<file path="config.mk">
export PLATFORM = sky130hd
export DESIGN_NAME = nl_creep_gate
export DESIGN_NICKNAME = d
export VERILOG_FILES = /design/src/rtl/nl_pkg.sv /design/src/rtl/nl_src_mux.sv /design/src/rtl/nl_thresh_cmp.sv /design/src/rtl/nl_status.sv /design/src/rtl/nl_creep_gate.sv
export SDC_FILE = /design/constraint.sdc
export NUM_CORES = 1
export LEC_CHECK = 0
export ABC_AREA = 1
export CAP_MARGIN = 5
export CORE_MARGIN = 3
export CORE_UTILIZATION = 40
export DETAILED_ROUTE_END_ITERATION = 10
export GPL_ROUTABILITY_DRIVEN = 1
export GPL_TIMING_DRIVEN = 0
export PLACE_DENSITY = 0.77
export SYNTH_ARGS = -nofsm -noshare
export SYNTH_HDL_FRONTEND = slang
export SYNTH_SLANG_ARGS = --single-unit
</file>
<file path="constraint.sdc">
create_clock -name clk -period 0.8 [get_ports clk]
set_clock_uncertainty 0.1 [all_clocks]
set_input_delay 0.24 -clock clk [delete_from_list [all_inputs] [get_ports clk]]
set_output_delay 0.24 -clock clk [all_outputs]
set_load 0.02 [all_outputs]
</file>
<file path="src/rtl/nl_pkg.sv">
package nl_pkg;
    localparam int unsigned SMP_W   = 24;
    localparam int unsigned FS_LOG2 = 23;
    localparam int unsigned MODE_W  = 2;

    typedef logic [SMP_W-1:0] smp_t;

    typedef struct packed {
        smp_t data;
        logic vld;
    } out_st_t;

    // Threshold for a non-zero code k: 3 * 2^FS_LOG2 / 10000, halved (k-1) times,
    // rounded to nearest integer.
    function automatic longint unsigned nl_thresh(input int unsigned fs_log2,
                                                  input int unsigned code);
        longint unsigned num;
        num = (longint'(3) << fs_log2) >> (code - 1);
        return (num + 64'd5000) / 64'd10000;
    endfunction
endpackage

</file>
<file path="src/rtl/nl_src_mux.sv">
module nl_src_mux
    import nl_pkg::*;
#(
    parameter int unsigned W = SMP_W
) (
    input  logic [W-1:0] va_i,
    input  logic [W-1:0] irms_i,
    input  logic         ah_sel_i,
    output logic [W-1:0] sel_o
);
    always_comb begin
        sel_o = ah_sel_i ? irms_i : va_i;
    end
endmodule

</file>
<file path="src/rtl/nl_thresh_cmp.sv">
module nl_thresh_cmp
    import nl_pkg::*;
#(
    parameter int unsigned W      = SMP_W,
    parameter int unsigned FSL    = FS_LOG2,
    parameter int unsigned MW     = MODE_W
) (
    input  logic [W-1:0]  val_i,
    input  logic [MW-1:0] mode_i,
    output logic          below_o
);
    localparam int unsigned N_CODE = 1 << MW;

    logic [W-1:0]     thr   [N_CODE];
    logic [N_CODE-1:0] hit;

    // Code 0 disables detection; others carry a halving threshold.
    for (genvar k = 0; k < N_CODE; k++) begin : g_lvl
        if (k == 0) begin : g_off
            assign thr[k] = '0;
            assign hit[k] = 1'b0;
        end else begin : g_on
            localparam longint unsigned TV = nl_thresh(FSL, k);
            assign thr[k] = W'(TV);
            assign hit[k] = (val_i < thr[k]);
        end
    end

    always_comb begin
        below_o = hit[mode_i];
    end
endmodule

</file>
<file path="src/rtl/nl_status.sv">
module nl_status (
    input  logic clk,
    input  logic rst_n,
    input  logic set_i,
    input  logic clr_i,
    input  logic irq_en_i,
    output logic flag_o,
    output logic irq_o
);
    typedef struct packed {
        logic flag;
    } st_t;

    st_t st_d, st_q;

    always_comb begin
        st_d = st_q;
        if (set_i)
            st_d.flag = 1'b1;
        else if (clr_i)
            st_d.flag = 1'b0;
    end

    always_ff @(posedge clk or negedge rst_n) begin
        if (!rst_n) st_q <= '0;
        else        st_q <= st_d;
    end

    assign flag_o = st_q.flag;
    assign irq_o  = st_q.flag & irq_en_i;

    // a set event wins over a same-cycle clear
    a_r9_set_wins: assert property (@(posedge clk) disable iff (!rst_n)
        (set_i && clr_i) |=> flag_o);
    // flag is sticky without a clear
    a_r8_sticky: assert property (@(posedge clk) disable iff (!rst_n)
        (flag_o && !clr_i) |=> flag_o);
    // no interrupt while disabled
    a_r10_irq_masked: assert property (@(posedge clk) disable iff (!rst_n)
        !irq_en_i |-> !irq_o);
endmodule

</file>
<file path="src/rtl/nl_creep_gate.sv">
module nl_creep_gate
    import nl_pkg::*;
(
    input  logic              clk,
    input  logic              rst_n,
    input  logic [SMP_W-1:0]  va_smp,
    input  logic [SMP_W-1:0]  irms_smp,
    input  logic              smp_vld,
    input  logic [MODE_W-1:0] nl_mode,
    input  logic              ah_sel,
    input  logic              irq_en,
    input  logic              stat_clr,
    output logic [SMP_W-1:0]  gated_smp,
    output logic              gated_vld,
    output logic              nl_flag,
    output logic              irq
);
    smp_t    sel_val;
    logic    below;
    logic    nl_set;
    out_st_t out_d, out_q;

    nl_src_mux #(.W(SMP_W)) i_mux (
        .va_i     (va_smp),
        .irms_i   (irms_smp),
        .ah_sel_i (ah_sel),
        .sel_o    (sel_val)
    );

    nl_thresh_cmp #(.W(SMP_W), .FSL(FS_LOG2), .MW(MODE_W)) i_cmp (
        .val_i   (sel_val),
        .mode_i  (nl_mode),
        .below_o (below)
    );

    assign nl_set = smp_vld & below;

    nl_status i_stat (
        .clk      (clk),
        .rst_n    (rst_n),
        .set_i    (nl_set),
        .clr_i    (stat_clr),
        .irq_en_i (irq_en),
        .flag_o   (nl_flag),
        .irq_o    (irq)
    );

    always_comb begin
        out_d     = out_q;
        out_d.vld = smp_vld;
        if (smp_vld)
            out_d.data = below ? '0 : sel_val;
    end

    always_ff @(posedge clk or negedge rst_n) begin
        if (!rst_n) out_q <= '0;
        else        out_q <= out_d;
    end

    assign gated_smp = out_q.data;
    assign gated_vld = out_q.vld;

    // strobe passes with one cycle of latency
    a_r6_vld_delay: assert property (@(posedge clk) disable iff (!rst_n)
        smp_vld |=> gated_vld);
    a_r6_no_vld: assert property (@(posedge clk) disable iff (!rst_n)
        !smp_vld |=> !gated_vld);
    // a below-threshold sample comes out as zero
    a_r3_gate_zero: assert property (@(posedge clk) disable iff (!rst_n)
        (smp_vld && below) |=> (gated_smp == '0));
    // with detection off, the selected source passes unchanged
    a_r2_mode0_pass: assert property (@(posedge clk) disable iff (!rst_n)
        (smp_vld && nl_mode == '0) |=>
        (gated_smp == $past(ah_sel ? irms_smp : va_smp)));
    // output holds between strobes
    a_r11_hold: assert property (@(posedge clk) disable iff (!rst_n)
        !smp_vld |=> $stable(gated_smp));
endmodule

</file>
Word level (Yosys, flattened, before mapping)
Index checks and enable logic that the tools add are counted.
- input bits: 56
- output and inout port bits: 27
- register bits: 26
- word-level logic and storage cells: 16
- $lt $le $gt $ge: 4
- reductions and logical operators: 1
- bitwise operators: 2
- mux-type cells: 6
- operators with widths (kind ; count):
    24-bit 2-to-1 mux ; 2
    24-bit by 10-bit < comparator with 1-bit output (second input constant) ; 1
    24-bit by 11-bit < comparator with 1-bit output (second input constant) ; 1
    24-bit by 12-bit < comparator with 1-bit output (second input constant) ; 1
    2-bit by 3-bit < comparator with 1-bit output (second input constant) ; 1
    1-bit 2-to-1 mux ; 3
    1-bit bitwise AND ; 2
    1-bit binary-select mux with 2-bit select ; 1
    2-bit nonzero test ; 1

Longest topological paths before layout
- depth after elaboration: 6
- mapped depth: 16
- mapped depth without buffers: 15

Hierarchy
Synthesis repeated with hierarchy kept, for this count alone.
- cell total of the unflattened synthesis: 245
- area total of the unflattened synthesis: 1684.1 sq um
- modules (own cells, without submodules) (module ; cells an instance ; area each (sq um) ; instances):
    nl_creep_gate ; 108 ; 1046.0 ; 1
    nl_src_mux ; 78 ; 374.1 ; 1
    nl_thresh_cmp ; 52 ; 216.5 ; 1
    nl_status ; 7 ; 47.5 ; 1

Worst setup path after synthesis
No wires, ideal clock.
- path kind: input-to-reg
- start point: in ah_sel
- end point: reg out_q (netlist bit gated_smp[6])
- setup time: 0.117 ns
- path buffers: 2
- stages on the path: 14
- slack: -0.793 ns
- data arrival time: 1.377 ns
- path through: inv_2 buf_6 nand2_1 nand2_1 nand2_1 inv_1 nand2_1 nor2_1 nand2_1 nor3_2 nand2_1 buf_6 nand3_2 nand2_1
- cells in the longest elaborated chain, start to end: 5
- elaborated cells on any way between the ends: 7
- classes of those cells: order compare: 3; mux: 4
- ends and longest elaborated chain (item ; RTL line ; source):
    start, declared ; nl_creep_gate.sv:10 ; input logic ah_sel,
    24-bit 2-to-1 mux * ; nl_src_mux.sv:12 ; sel_o = ah_sel_i ? irms_i : va_i;
    24-bit by 12-bit < comparator with 1-bit output, or another cell as far along ; nl_thresh_cmp.sv:25 ; assign hit[k] = (val_i < thr[k]);
    1-bit binary-select mux with 2-bit select ; nl_thresh_cmp.sv:30 ; below_o = hit[mode_i];
    1-bit 2-to-1 mux (not written as such) ; nl_thresh_cmp.sv:30 ;
    24-bit 2-to-1 mux * ; nl_creep_gate.sv:52 ; out_d.data = below ? '0 : sel_val;
    end signal, assigned ; nl_creep_gate.sv:57 ; else out_q <= out_d;
    end, declared ; nl_creep_gate.sv:21 ; out_st_t out_d, out_q;
Mark *: on every way between the ends. The rest lies on a longest branch, timed or not. The select of a mux whose other input is x is not followed.
A chain may end at the register's enable or synchronous reset.

Worst setup path in the final report
- start point: in ah_sel
- end point: reg out_q (netlist bit gated_smp[9])
The elaborated chain is that of the path after synthesis.

==> flow_metrics.tcl <==
set metrics [dict create \
    period_needed_ns 1.74 \
    violations "hold timing, setup timing" \
    grt.overflow.total 0 \
    yosysSeqAreaShare 0.341 \
    drv_slew 0 \
    wl_met2_mm 3.72 \
    setup_ws_ns -0.935 \
    worstRegToRegCells 4 \
    power_density_nw_per_um2 1160 \
    cts.clk_slew.worst_paths_ns 0.09 \
    drt_wl_total_mm 7.31 \
    cts_tree "done" \
    relSlewSlack 0.585 \
    ys_warn_count 0 \
    numCtsBuffers 3 \
    dr_wl_met3_um 571 \
    insertion_delay_ns 0.26 \
    r2r_setup_slack_ns -0.24 \
    cts_buffer_depth 2 \
    dpl_worst_slack_ns -1.73 \
    crit_path_end "gated_smp[9]" \
    cap_violations 0 \
    cp.required_ns 0.86 \
    final.period_utilization 2.17 \
    cp.arrival_ns 1.80 \
    holdWs_ns -0.0313 \
    drive_above_1_share 0.461 \
    rsz0062_at_grt "yes" \
    htreeDepth 1 \
    start_kind "input port" \
    cp_num_cells 17 \
    yosysUniqueCellTypes 18 \
    report.final.setup_viol 51 \
    timing.rr.start "gated_smp[20]" \
    rows 24 \
    diodes 0 \
    slowest_stage "buf_8" \
    status "complete, but fails checks" \
    crit_chain "buf_12 > inv_12 > clkbuf_16 > nand2_1 > nand2_2 > nand2_4 > inv_2 > nand2_2 > nor2_2 > nand2_2 > nor2_2 > nand2_1 > nand2_2 > nand2_4 > buf_8 > nand3_2 > nand2_1" \
    ys_seq_elements 26 \
    dr.pass1.iters 4 \
    final_antenna_net_count 0 \
    critPathMaxFanout 6 \
    cts-root-buf "clkbuf_8" \
    worstSetupStartpoint "ah_sel" \
    grt_pass1_wl_mm 9.96 \
    endpoint_kind "flop" \
    syn_area_sq_um 1910 \
    ios 83 \
    portBuffers 82 \
    hold_viol_final 26 \
    p_leak_nw 2.11 \
    crit_buf_inv 5 \
    worst_path_most_repeated_cell "nand2_2" \
    final_common_cell "nand2_1" \
    syn_nets 378 \
    grt_pass1_vias 2289 \
    max_freq_mhz 576 \
    final_cell_count_no_fill 521 \
    avgRoutedWirePerCell_um 14.0 \
    grt.total_usage 0.224 \
    postSynthAreaPerCell_sq_um 5.93 \
    final_nets 526 \
    wl_met1_mm 2.84 \
    tightest_slew_ns 0.623 \
    finalWeightedCongestion 0.843 \
    slowest_delay_ns 0.17 \
    die_w_um 75.1 \
    drtIter0Drc 197 \
    vdd_drop_max_v 0.000585 \
    hpwl_mm 4.10 \
    cts.sinks 26 \
    reg2reg_to "gated_smp[20]" \
    nFillCells 250 \
    netlist_instances 322 \
    viasPerCell 4.89 \
    start_util 0.427 \
    antenna_found_initial 0 \
    place_inst 456 \
    grt_start_max_net_pins 27 \
    critPathKind "in -> reg" \
    hold_path_class "in -> async" \
    syn2layout_area_growth_pct 96.4 \
    die_area_sq_um 5640 \
    power.total_w 0.00436 \
    drc 0 \
    die_h_um 75.1 \
    crit_family "simple AND/OR/NAND/NOR gates" \
    core_sq_um 4470 \
    final_cell_mix "nand2_1 (100), buf_4 (53), nand2_2 (51)" \
    postCtsHoldBufs 0 \
    highest_layer "met4" \
    vias 2546 \
]
## what timing repair did
action                     CTS  global route
setup endpoints to repair   78            51
resized for setup          296            48
buffers inserted            43            16
cloned                       3             1
pin swaps                   84            39
## kinds of logic after synthesis
logic type | count (synthesis) | synth area share
AO/OA/AOI/OAI | 18 | 0.0471
AND/OR/NAND/NOR | 210 | 0.458
flip-flops | 26 | 0.341
buffers and inverters | 68 | 0.154
## metrics by stage
step | cell area, sq um | setup TNS, ns | utilization
after global placement | 2860 | -68.01 | 0.639
after floorplan | 1970 | -10.46 | -
after global routing | 3750 | -25.28 | 0.839
after CTS | 3470 | -19.70 | 0.775
after detailed placement | 2860 | -69.82 | 0.639
final | 3750 | -23.23 | 0.839
## cells in the mapped netlist
cell type  instances  share of area
dfrtp_1           26           0.34
nor3_1             2         0.0052
buf_6              4          0.024
a21oi_1            3         0.0079
nand2_1          161           0.32
nand3_1            7          0.018
nand2_2            1         0.0033
buf_4              2         0.0079
nand3_2           10          0.052
inv_1             53           0.10
inv_2              3         0.0059
nor2_1            26          0.051
nor2_2             2         0.0065
o21ai_0           14          0.037
o21ai_1            1         0.0026
buf_2              1         0.0026
clkbuf_1           5         0.0098
nor3_2             1         0.0052
## flip-flops by register name, summed over array words and instances (netlist names)
register,count
gated_smp,24
gated_vld,1
i_stat.flag_o,1
## how the worst min path moves through the flow
stage                     cells past startpoint          from            to
after floorplan                               0         rst_n  gated_smp[0]
after CTS                                     1         rst_n  gated_smp[5]
after detailed placement                      2  gated_smp[6]  gated_smp[6]
after global routing                          1         rst_n  gated_smp[9]
final                                         1         rst_n  gated_smp[9]
after global placement                        2  gated_smp[6]  gated_smp[6]
## where the power goes
group / internal (W) / switching (W)
registers: 0.00145 / 0.000103
logic: 0.00101 / 0.000953
clock network: 0.000439 / 0.000405
## layout make-up
class / count / area, sq um / area share
flip-flops and latches: 26 / 657 / 0.175
plain buffers: 12 / 146 / 0.0390
well taps: 52 / 65.1 / 0.0173
multi-input cells: 228 / 1260 / 0.337
inverters: 56 / 223 / 0.0594
repair buffers: 143 / 1340 / 0.358
clock buffers: 4 / 55.1 / 0.0147
## metal layers
layer  GRT usage  vias to the layer above
met5           0                        -
met4      0.0553                        0
met3      0.0227                       22
met2       0.408                      128
met1       0.282                     1155
li1            -                     1241
No activity file was read; power rests on OpenSTA's default activity.
